===== config.mk =====
export PLATFORM = sky130hd
export DESIGN_NAME = tile_layer_fetch
export DESIGN_NICKNAME = d
export VERILOG_FILES = /design/src/rtl/tlf_pkg.sv /design/src/rtl/tlf_line_stage.sv /design/src/rtl/tlf_name_stage.sv /design/src/rtl/tlf_pat_stage.sv /design/src/rtl/tlf_pix_stage.sv /design/src/rtl/tile_layer_fetch.sv
export SDC_FILE = /design/constraint.sdc
export NUM_CORES = 1
export LEC_CHECK = 0
export BUFFER_PORTS_ARGS = -buffer_cell sky130_fd_sc_hd__buf_2
export CORE_MARGIN = 2
export CORE_UTILIZATION = 48
export DETAILED_ROUTE_END_ITERATION = 8
export PLACE_DENSITY_LB_ADDON = 0.2
export SLEW_MARGIN = 5
export SYNTH_ARGS = -nofsm -noshare
export SYNTH_HDL_FRONTEND = slang
export SYNTH_SLANG_ARGS = --single-unit
export TNS_END_PERCENT = 10

===== constraint.sdc =====
create_clock -name clk_i -period 3.3 [get_ports clk_i]
set_input_delay 0.33 -clock clk_i [delete_from_list [all_inputs] [get_ports clk_i]]
set_output_delay 0.33 -clock clk_i [all_outputs]
set_load 0.005 [all_outputs]

===== src/rtl/tlf_pkg.sv =====
package tlf_pkg;
  localparam int COORD_W = 9;
  localparam int FINE_W  = 3;
  localparam int TILE_W  = COORD_W - FINE_W;
  localparam int ADDR_W  = 18;
  localparam int DATA_W  = 32;
  localparam int PAL_W   = 15;
  localparam int PHI_W   = 11;
  localparam int PIX4    = 1 << FINE_W;
  localparam int PIX8    = PIX4 / 2;

  // word-address bases of per-layer regions
  localparam logic [ADDR_W-1:0] TBL_WBASE  = 18'h3D800;
  localparam int                TBL_WSTEP  = 256;
  localparam logic [ADDR_W-1:0] NAME_WBASE = 18'h3E000;
  localparam int                NAME_WSTEP = 2048;

  // control word fields
  localparam int SC_EN   = 31;
  localparam int SC_VS   = 16;
  localparam int SC_LSEL = 15;

  typedef struct packed {
    logic               vld;
    logic               en;
    logic               d4;
    logic               lsel;
    logic [COORD_W-1:0] x;
    logic [COORD_W-1:0] ly;
    logic [COORD_W-1:0] yw;
    logic [COORD_W-1:0] hs;
  } line_t;

  typedef struct packed {
    logic              vld;
    logic              en;
    logic              d4;
    logic              odd_col;
    logic [FINE_W-1:0] xf;
    logic [FINE_W-1:0] yf;
  } name_t;

  typedef struct packed {
    logic              vld;
    logic              en;
    logic              d4;
    logic [FINE_W-1:0] xf;
    logic [PHI_W-1:0]  phi;
  } pat_t;
endpackage


===== src/rtl/tlf_line_stage.sv =====
module tlf_line_stage
  import tlf_pkg::*;
#(
  parameter int LAYER = 0
) (
  input  logic                clk_i,
  input  logic                rst_ni,
  input  logic                px_valid_i,
  input  logic [COORD_W-1:0]  px_x_i,
  input  logic [COORD_W-1:0]  px_y_i,
  input  logic [DATA_W-1:0]   scroll_i,
  input  logic                depth4_i,
  output line_t               line_o,
  output logic [ADDR_W-1:0]   tbl_addr_o
);
  localparam logic [ADDR_W-1:0] TBL_LBASE = TBL_WBASE + ADDR_W'(LAYER * TBL_WSTEP);

  line_t r0;

  always_ff @(posedge clk_i or negedge rst_ni) begin
    if (!rst_ni) begin
      r0 <= '0;
    end else begin
      r0.vld  <= px_valid_i;
      r0.en   <= scroll_i[SC_EN];
      r0.d4   <= depth4_i;
      r0.lsel <= scroll_i[SC_LSEL];
      r0.x    <= px_x_i;
      r0.ly   <= px_y_i;
      r0.yw   <= px_y_i + scroll_i[SC_VS +: COORD_W];
      r0.hs   <= scroll_i[COORD_W-1:0];
    end
  end

  // two 16-bit line entries per word
  assign tbl_addr_o = TBL_LBASE + ADDR_W'(r0.ly[COORD_W-1:1]);
  assign line_o     = r0;
endmodule


===== src/rtl/tlf_name_stage.sv =====
module tlf_name_stage
  import tlf_pkg::*;
#(
  parameter int LAYER = 0
) (
  input  logic               clk_i,
  input  logic               rst_ni,
  input  line_t              line_i,
  input  logic [DATA_W-1:0]  tbl_data_i,
  output name_t              name_o,
  output logic [ADDR_W-1:0]  name_addr_o
);
  localparam logic [ADDR_W-1:0] NAME_LBASE = NAME_WBASE + ADDR_W'(LAYER * NAME_WSTEP);

  line_t              r1;
  logic [COORD_W-1:0] hs_eff;
  logic [COORD_W-1:0] xw;
  logic [TILE_W-1:0]  col, row;

  always_ff @(posedge clk_i or negedge rst_ni) begin
    if (!rst_ni) r1 <= '0;
    else         r1 <= line_i;
  end

  // even line in upper half, odd line in lower half
  always_comb begin
    if (!r1.lsel)     hs_eff = r1.hs;
    else if (r1.ly[0]) hs_eff = tbl_data_i[COORD_W-1:0];
    else              hs_eff = tbl_data_i[16 +: COORD_W];
  end

  assign xw  = r1.x + hs_eff;
  assign col = xw[COORD_W-1:FINE_W];
  assign row = r1.yw[COORD_W-1:FINE_W];

  assign name_addr_o = NAME_LBASE + ADDR_W'({row, col[TILE_W-1:1]});

  assign name_o.vld     = r1.vld;
  assign name_o.en      = r1.en;
  assign name_o.d4      = r1.d4;
  assign name_o.odd_col = col[0];
  assign name_o.xf      = xw[FINE_W-1:0];
  assign name_o.yf      = r1.yw[FINE_W-1:0];
endmodule


===== src/rtl/tlf_pat_stage.sv =====
module tlf_pat_stage
  import tlf_pkg::*;
(
  input  logic               clk_i,
  input  logic               rst_ni,
  input  name_t              name_i,
  input  logic [DATA_W-1:0]  name_data_i,
  output pat_t               pat_o,
  output logic [ADDR_W-1:0]  pat_addr_o
);
  name_t            r2;
  logic [15:0]      ent;
  logic [14:0]      idx4, idx8;
  logic [ADDR_W-1:0] a4;
  logic [ADDR_W:0]   a8;

  always_ff @(posedge clk_i or negedge rst_ni) begin
    if (!rst_ni) r2 <= '0;
    else         r2 <= name_i;
  end

  // left tile in upper half
  assign ent = r2.odd_col ? name_data_i[15:0] : name_data_i[31:16];

  // 4-bit: entry MSB becomes the index LSB
  assign idx4 = {ent[13:4], ent[3:0], ent[15]};
  assign idx8 = ent[14:0];
  assign a4   = {idx4, r2.yf};
  assign a8   = {idx8, r2.yf, r2.xf[FINE_W-1]};

  assign pat_addr_o = r2.d4 ? a4 : a8[ADDR_W-1:0];

  assign pat_o.vld = r2.vld;
  assign pat_o.en  = r2.en;
  assign pat_o.d4  = r2.d4;
  assign pat_o.xf  = r2.xf;
  assign pat_o.phi = r2.d4 ? {ent[14], ent[13:4]} : {4'b0, ent[14:8]};
endmodule


===== src/rtl/tlf_pix_stage.sv =====
module tlf_pix_stage
  import tlf_pkg::*;
(
  input  logic               clk_i,
  input  logic               rst_ni,
  input  pat_t               pat_i,
  input  logic [DATA_W-1:0]  pat_data_i,
  output logic               pal_valid_o,
  output logic [PAL_W-1:0]   pal_idx_o,
  output logic               transparent_o
);
  pat_t             r3;
  logic [3:0]       nib [PIX4];
  logic [7:0]       byt [PIX8];
  logic [PAL_W-1:0] idx_c;

  always_ff @(posedge clk_i or negedge rst_ni) begin
    if (!rst_ni) r3 <= '0;
    else         r3 <= pat_i;
  end

  // leftmost pixel in the top bits
  for (genvar g = 0; g < PIX4; g++) begin : g_nib
    assign nib[g] = pat_data_i[DATA_W-1-4*g -: 4];
  end
  for (genvar g = 0; g < PIX8; g++) begin : g_byt
    assign byt[g] = pat_data_i[DATA_W-1-8*g -: 8];
  end

  assign idx_c = r3.d4 ? {r3.phi, nib[r3.xf]}
                       : {r3.phi[6:0], byt[r3.xf[FINE_W-2:0]]};

  always_ff @(posedge clk_i or negedge rst_ni) begin
    if (!rst_ni) begin
      pal_valid_o   <= 1'b0;
      pal_idx_o     <= '0;
      transparent_o <= 1'b0;
    end else begin
      pal_valid_o <= r3.vld;
      if (r3.vld) begin
        transparent_o <= ~r3.en;
        pal_idx_o     <= r3.en ? idx_c : '0;
      end
    end
  end
endmodule


===== src/rtl/tile_layer_fetch.sv =====
module tile_layer_fetch
  import tlf_pkg::*;
#(
  parameter int LAYER = 0
) (
  input  logic                clk_i,
  input  logic                rst_ni,
  input  logic                px_valid_i,
  input  logic [COORD_W-1:0]  px_x_i,
  input  logic [COORD_W-1:0]  px_y_i,
  input  logic [DATA_W-1:0]   scroll_i,
  input  logic                depth4_i,
  output logic [ADDR_W-1:0]   tbl_addr_o,
  input  logic [DATA_W-1:0]   tbl_data_i,
  output logic [ADDR_W-1:0]   name_addr_o,
  input  logic [DATA_W-1:0]   name_data_i,
  output logic [ADDR_W-1:0]   pat_addr_o,
  input  logic [DATA_W-1:0]   pat_data_i,
  output logic                pal_valid_o,
  output logic [PAL_W-1:0]    pal_idx_o,
  output logic                transparent_o
);
  line_t line_s;
  name_t name_s;
  pat_t  pat_s;

  tlf_line_stage #(.LAYER(LAYER)) u_line (
    .clk_i, .rst_ni, .px_valid_i, .px_x_i, .px_y_i, .scroll_i, .depth4_i,
    .line_o(line_s), .tbl_addr_o
  );

  tlf_name_stage #(.LAYER(LAYER)) u_name (
    .clk_i, .rst_ni, .line_i(line_s), .tbl_data_i,
    .name_o(name_s), .name_addr_o
  );

  tlf_pat_stage u_pat (
    .clk_i, .rst_ni, .name_i(name_s), .name_data_i,
    .pat_o(pat_s), .pat_addr_o
  );

  tlf_pix_stage u_pix (
    .clk_i, .rst_ni, .pat_i(pat_s), .pat_data_i,
    .pal_valid_o, .pal_idx_o, .transparent_o
  );

  // cycles since reset, saturating at the checked history depth
  logic [2:0] age_q;
  always_ff @(posedge clk_i or negedge rst_ni) begin
    if (!rst_ni)          age_q <= '0;
    else if (age_q != 3'd5) age_q <= age_q + 3'd1;
  end


  latency_chk: assert property (@(posedge clk_i) disable iff (!rst_ni)
    (age_q == 3'd5) |-> (pal_valid_o == $past(px_valid_i, 5)));


  transp_chk: assert property (@(posedge clk_i) disable iff (!rst_ni)
    (age_q == 3'd5 && pal_valid_o) |-> (transparent_o == !$past(scroll_i[SC_EN], 5)));


  transp_zero_chk: assert property (@(posedge clk_i) disable iff (!rst_ni)
    (pal_valid_o && transparent_o) |-> (pal_idx_o == '0));


  hold_chk: assert property (@(posedge clk_i) disable iff (!rst_ni)
    (age_q != 3'd0 && !pal_valid_o) |-> ($stable(pal_idx_o) && $stable(transparent_o)));
endmodule


==> summary.md, run 1 <==
| Metric | Value |
|---|---|
| Die area | `11,800 um2` |
| FFs w/ async S/R, synth | `1.00` |
| Via-per-instance ratio | `4.86` |
| Run status | `completed` |
| Crit start category | `register` |
| Placer Congestion | `0.756` |
| Die Width | `109 um` |
| CTS Buf Count | `17` |
| Max_slew headroom | `0.518` |
| CTS clk-pin slew, worst paths | `0.06 ns` |
| Post-DP HPWL | `7670 um` |
| Initial drt markers | `126` |
| Starting Density | `0.488` |
| Critical R2R Launch | `u_name.r1[18]` |
| First-pass GRT wire length | `17,200 um` |
| Total track usage | `0.194` |
| Yosys warnings | `0` |
| Clock Path Buffers | `2` |
| Worst-case vdd ir drop | `0.416 mV` |
| Measured slew at the worst slew-check pin | `0.723 ns` |
| Total power divided by cell area | `606 nW/um2` |
| Hold EP | `u_line.line_o[9]` |
| Clock root buffer | `clkbuf_8` |
| H-Tree Level Count | `4` |
| I/O pins | `221` |
| Setup Fix Bufs, Post-CTS | `0` |
| Worst r2r dst | `u_pat.r2[6]` |
| Arr. time, crit path | `2.75 ns` |
| Yosys cell types | `37` |
| Port Buffers | `177` |
| Largest net degree at the start of global routing | `50` |
| FMAX | `0.325 GHz` |
| Top cell type's share of synthesized area | `0.553` |
| Post-synth top cells | `dfrtp_1, buf_4, mux2i_1, nor2_1` |
| RSZ-0062 raised after global routing | `no` |
| Period utilization | `0.933` |
| Final net count | `747` |
| Worst-path maximum fanout | `8` |
| Setup Crit Path Kind | `register to primary output` |
| DR WL/cell | `14.7 um` |
| Post-layout total power | `4.18 mW` |
| Routed WL | `10,800 um` |
| Number of routed nets with antenna violations | `0` |
| EDFF count, synth | `0` |
| Placed cell count | `668` |
| Worst-Skew Late Latency | `0.51 ns` |
| Worst Hold Path Cells | `2` |
| Hold path start | `scroll_i[16]` |
| Ys flop type | `dfrtp_1` |
| Final Skew | `0.00829 ns` |
| Min Tclk post-route | `3.08 ns` |
| Worst R2R Setup Slack | `1.41 ns` |
| Top cells by area, synth | `dfrtp_1, mux4_1, buf_4, mux2i_1, mux2_2` |
| Final Max Tran Viols | `0` |
| Detailed Routing Iterations Pass 1 | `4` |
| HP Class | `input pin to register` |
| CTS tree | `built` |
| Area Growth Syn to Fin | `31.5%` |
| Area leader, netlist | `dfrtp_1` |
| Critical Path End Type | `primary output` |
| Max Cap Violations | `0` |
| Die height | `109 um` |
| Rows | `38` |
| Final Hold Vio Count | `0` |
| TNS Setup | `0 ns` |
| Antenna Cells | `0` |
| Yosys reg bits | `116` |
| Vias in the first global route | `3,671` |
| Post-synthesis sequential area ratio | `0.553` |
| Post-Synthesis Cells | `392` |
| Clock sink total | `116` |
| Core ar. | `10,700 um2` |
| Total grt overflow | `0` |
| Worst EP required | `2.97 ns` |
| Final setup violation count | `0` |
| Layout cell share with drive strength beyond 1 | `0.407` |
| Count leader, synth | `dfrtp_1` |
| Final non-filler cell total | `732` |
| Initial antenna violation count | `0` |
| Final hold slack | `0.0494 ns` |
| Leakage | `3.43 nW` |
| Avg Synthesized Cell Area | `13.4 um2` |
| Post-Synthesis Cell Area | `5250 um2` |
| R2R depth | `8` |
| DRC viols | `0` |
| Vias | `3,556` |
report_power, final:
part	internal, mW	switching, mW	leakage, nW
sequential	1.58	0.119	1.38
clock	1.15	0.646	0.293
combinational	0.403	0.289	1.76
total	3.13	1.05	3.43
critical path: stages, from the launching register on:
cell and delay (ns):
dfrtp_1 0.36, buf_4 0.21, mux2i_1 0.22, a21oi_1 0.13, fa_1 0.46, a21oi_2 0.18
o211ai_1 0.16, o41ai_2 0.26, xnor2_1 0.15, buf_2 0.13
metrics by stage:
stage / utilization / instance area (um2) / setup WS [ns]
floorplan: - / 5300 / 0.642
global placement: 0.556 / 5970 / 0.601
detailed placement: 0.556 / 5970 / 0.608
CTS: 0.641 / 6890 / 0.0478
global route: 0.642 / 6900 / 0.0180
finish: 0.642 / 6900 / 0.222
layout make-up:
| cell class | count | area (um2) |
|---|---|---|
| clock buffers | 20 | 455 |
| repair buffers | 213 | 1240 |
| clock inverters | 12 | 143 |
| flip-flops and latches | 116 | 2900 |
| multi-input cells | 214 | 1920 |
| fillers | 852 | 3850 |
| well taps | 140 | 175 |
| inverters | 17 | 63.8 |
per-layer routing:
layer  vias to the layer above  routed length [um]  track usage
met1                      1729                4330        0.226
li1                       1690                   -            -
met5                         -                   0            0
met3                        12                 711       0.0536
met2                       125                5650        0.339
met4                         0                 109       0.0760
cell families (layout without fill, tap and decap cells):
family,after synthesis,in the layout,share of synthesized area
DFF,116,116,0.553
buffers and inverters,77,262,0.0935
muxes,64,64,0.175
and+or+nand+nor,51,51,0.0460
AOI/OAI and AO/OA,48,48,0.0580
adders and majority gates,18,18,0.0458
xor gates and xnor gates,16,16,0.0267
other,2,17,0.00143
registers in the layout, indices dropped and copies added, names as in the netlist:
name                 flops
u_pix.r3                17
u_pix.transparent_o      1
u_pix.pal_valid_o        1
u_name.name_o            6
u_pat.pat_o              6
u_pat.r2                 1
u_pat.a4                 3
u_line.line_o           40
u_pix.pal_idx_o         15
u_name.r1               26
cell usage in the layout, fill, tap and decap left out, drive strengths merged, types with 5 or more instances in the layout:
cell,Yosys,final
a21oi,22,22
buf,55,181
clkbuf,5,20
clkinv,0,5
conb,2,17
dfrtp,116,116
dlygate4sd3,0,32
ha,16,16
inv,17,21
mux2,21,21
mux2i,27,27
mux4,16,16
nand3,7,7
nor2,24,24
o21ai,5,5
o22ai,11,11
xnor2,11,11
xor2,5,5
how the worst max path moves through the flow:
stage / from / to / cells after the start
3_5_place_dp: u_name.r1[18] / name_addr_o[4] / 9
3_3_place_gp: tbl_data_i[0] / name_addr_o[4] / 10
4_1_cts: u_name.r1[18] / name_addr_o[4] / 9
5_1_grt: u_name.r1[18] / name_addr_o[4] / 9
6_report: u_name.r1[18] / name_addr_o[4] / 9
2_1_floorplan: u_name.r1[36] / name_addr_o[4] / 9
timing repair:
action / 4_1_cts / 5_1_grt
endpoints found under the setup margin: 0 / 1
hold buffers: 32 / 0
endpoints found under the hold margin: 78 / 0
resized for setup: 0 / 2
Power figures use the tool's default switching activity.
==> inputs of run 2 (changes only) <==
Settings changed: REMOVE_ABC_BUFFERS set to 1.
==> run 2 against run 1 <==
  * Setup slack got worse by 0.081 ns
  * Flip-flop and latch count unchanged
  * Combinational power increased by 1%
==> summary.md, run 2 (same netlist as run 1, synthesis figures left out) <==
| Metric | Value |
|---|---|
| Run status | `completed` |
| Total power divided by cell area | `628 nW/um2` |
| Rows | `38` |
| Min Tclk post-route | `3.16 ns` |
| Leakage | `3.46 nW` |
| Grt met1 use | `0.216` |
| Critical Path End Type | `primary output` |
| Period utilization | `0.957` |
| Area Growth Syn to Fin | `33.4%` |
| Final instance area | `7000 um2` |
| Max reg flops | `40` |
| Via-per-instance ratio | `4.82` |
| Clock root buffer | `clkbuf_8` |
| Fillers | `836` |
| Most frequent cells in the layout | `buf_2, dfrtp_1, dlygate4sd3_1, mux2i_1, nor2_1` |
| Die area | `11,800 um2` |
| HP Class | `input pin to async pin` |
| I/O pins | `221` |
| Comb power frac | `0.160` |
| Max_slew headroom | `0.276` |
| Total grt overflow | `0` |
| CTS tree | `built` |
| Reg area | `2900 um2` |
| Commonest non-fill, non-tap cell in the layout | `buf_2` |
| Vias in the first global route | `3,462` |
| Layout cell share with drive strength beyond 1 | `0.420` |
| Setup ws final | `0.141 ns` |
| Area after DPL | `5970 um2` |
| Initial drt markers | `190` |
| Final Hold Vio Count | `0` |
| Clock share of power | `0.454` |
| DRC viols | `0` |
| Detailed Routing Iterations Pass 1 | `4` |
| Switch Pwr | `1.05 mW` |
| FMAX | `0.317 GHz` |
| Max Cap Violations | `0` |
| Worst-path maximum fanout | `2` |
| First-pass GRT wire length | `16,300 um` |
| TNS Setup | `0 ns` |
| Multi-input gate area | `1940 um2` |
| Routed WL | `10,700 um` |
| Post-layout total power | `4.40 mW` |
| Setup Crit Path Kind | `register to primary output` |
| Worst-Skew Late Latency | `0.50 ns` |
| Port Buffers | `177` |
| Measured slew at the worst slew-check pin | `1.09 ns` |
| Final hold slack | `0.0216 ns` |
| Final setup violation count | `0` |
| Antenna Cells | `0` |
| Core ar. | `10,700 um2` |
| Starting Density | `0.488` |
| Number of routed nets with antenna violations | `0` |
| Reg power frac | `0.387` |
| CTS Buf Count | `17` |
| Pint | `3.35 mW` |
| GR Layer Usage met2 | `0.321` |
| Final Skew | `0.00903 ns` |
| Final Max Tran Viols | `0` |
| Die height | `109 um` |
| Final non-filler cell total | `735` |
| CTS clk-pin slew, worst paths | `0.06 ns` |
| Arr. time, crit path | `2.83 ns` |
| Post-DP HPWL | `7400 um` |
| H-Tree Level Count | `4` |
| Initial antenna violation count | `0` |
| DR WL/cell | `14.5 um` |
| Placer Congestion | `0.775` |
| Crit start category | `register` |
| Post-Route Utilization | `0.651` |
| Sw frac | `0.238` |
| Worst EP required | `2.97 ns` |
| Worst slack, placed | `0.467 ns` |
| Die Width | `109 um` |
| Total track usage | `0.184` |
| Worst-case vdd ir drop | `0.350 mV` |
| Gr busiest metal | `met2` |
| GRT met3 Usage | `0.0488` |
| Final net count | `750` |
| Largest net degree at the start of global routing | `92` |
| Clock sink total | `116` |
| Placed cell count | `668` |
| Vias | `3,545` |
| Clock Path Buffers | `2` |
[run 2: cell count changes in the layout (fill, tap and decap cells not counted), sizes merged]
cell,before,now
inv,21,17
buf,181,185
dlygate4sd3,32,31
bufinv,2,5
clkinvlp,1,2
[run 2: layer usage]
layer  vias up  share of wire
met1      1701           0.38
li1       1692              -
met3        19          0.064
met4         0          0.017
met2       133           0.54
met5         -              0
[run 2: layout make-up]
type	instances	area share
Timing Repair Buffer	216	0.180
Sequential cell	116	0.415
Clock inverter	12	0.0288
Tap cell	140	0.0250
Multi-Input combinational cell	214	0.277
Inverter	17	0.00912
Clock buffer	20	0.0651
[run 2: path summary, 6_finish.rpt]
check	cells past startpoint	endpoint	from	slack, ns
max	9	name_addr_o[4]	u_name.r1[18]	0.14
min	1	u_pix.pal_valid_o	rst_ni	0.02
max reg2reg	3	u_pix.pal_idx_o[5]	u_pix.r3[11]	1.43
min reg2reg	0	u_pat.pat_o[16]	u_name.name_o[9]	0.34
max in group asynchronous	2	u_pix.pal_idx_o[5]	rst_ni	2.45
min in group clk_i	2	u_line.line_o[9]	scroll_i[16]	0.06
[run 2: power by group through the flow]
stage          Sequential, mW  Clock [mW]  Combinational (mW)
3_5_place_dp             1.73           0               0.664
5_1_grt                  1.72        2.12               0.781
2_1_floorplan            1.70           0               0.372
3_3_place_gp             1.72           0               0.648
4_1_cts                  1.70        2.04               0.699
6_report                 1.70        1.99               0.701
[run 2: worst max-delay path: stages, from the launching register on]
cell	delay (ns)
dfrtp_1	0.39
mux2i_2	0.26
a21oi_1	0.12
ha_2	0.22
fa_2	0.36
a21oi_2	0.17
o211ai_1	0.16
o41ai_2	0.34
xnor2_1	0.17
buf_2	0.14
[run 2: timing repair]
action,CTS,global route
hold buffers,31,0
setup buffers,0,4
setup endpoints to repair,1,2
endpoints found under the hold margin,31,0
pin swaps,0,3
gates resized for setup,1,7
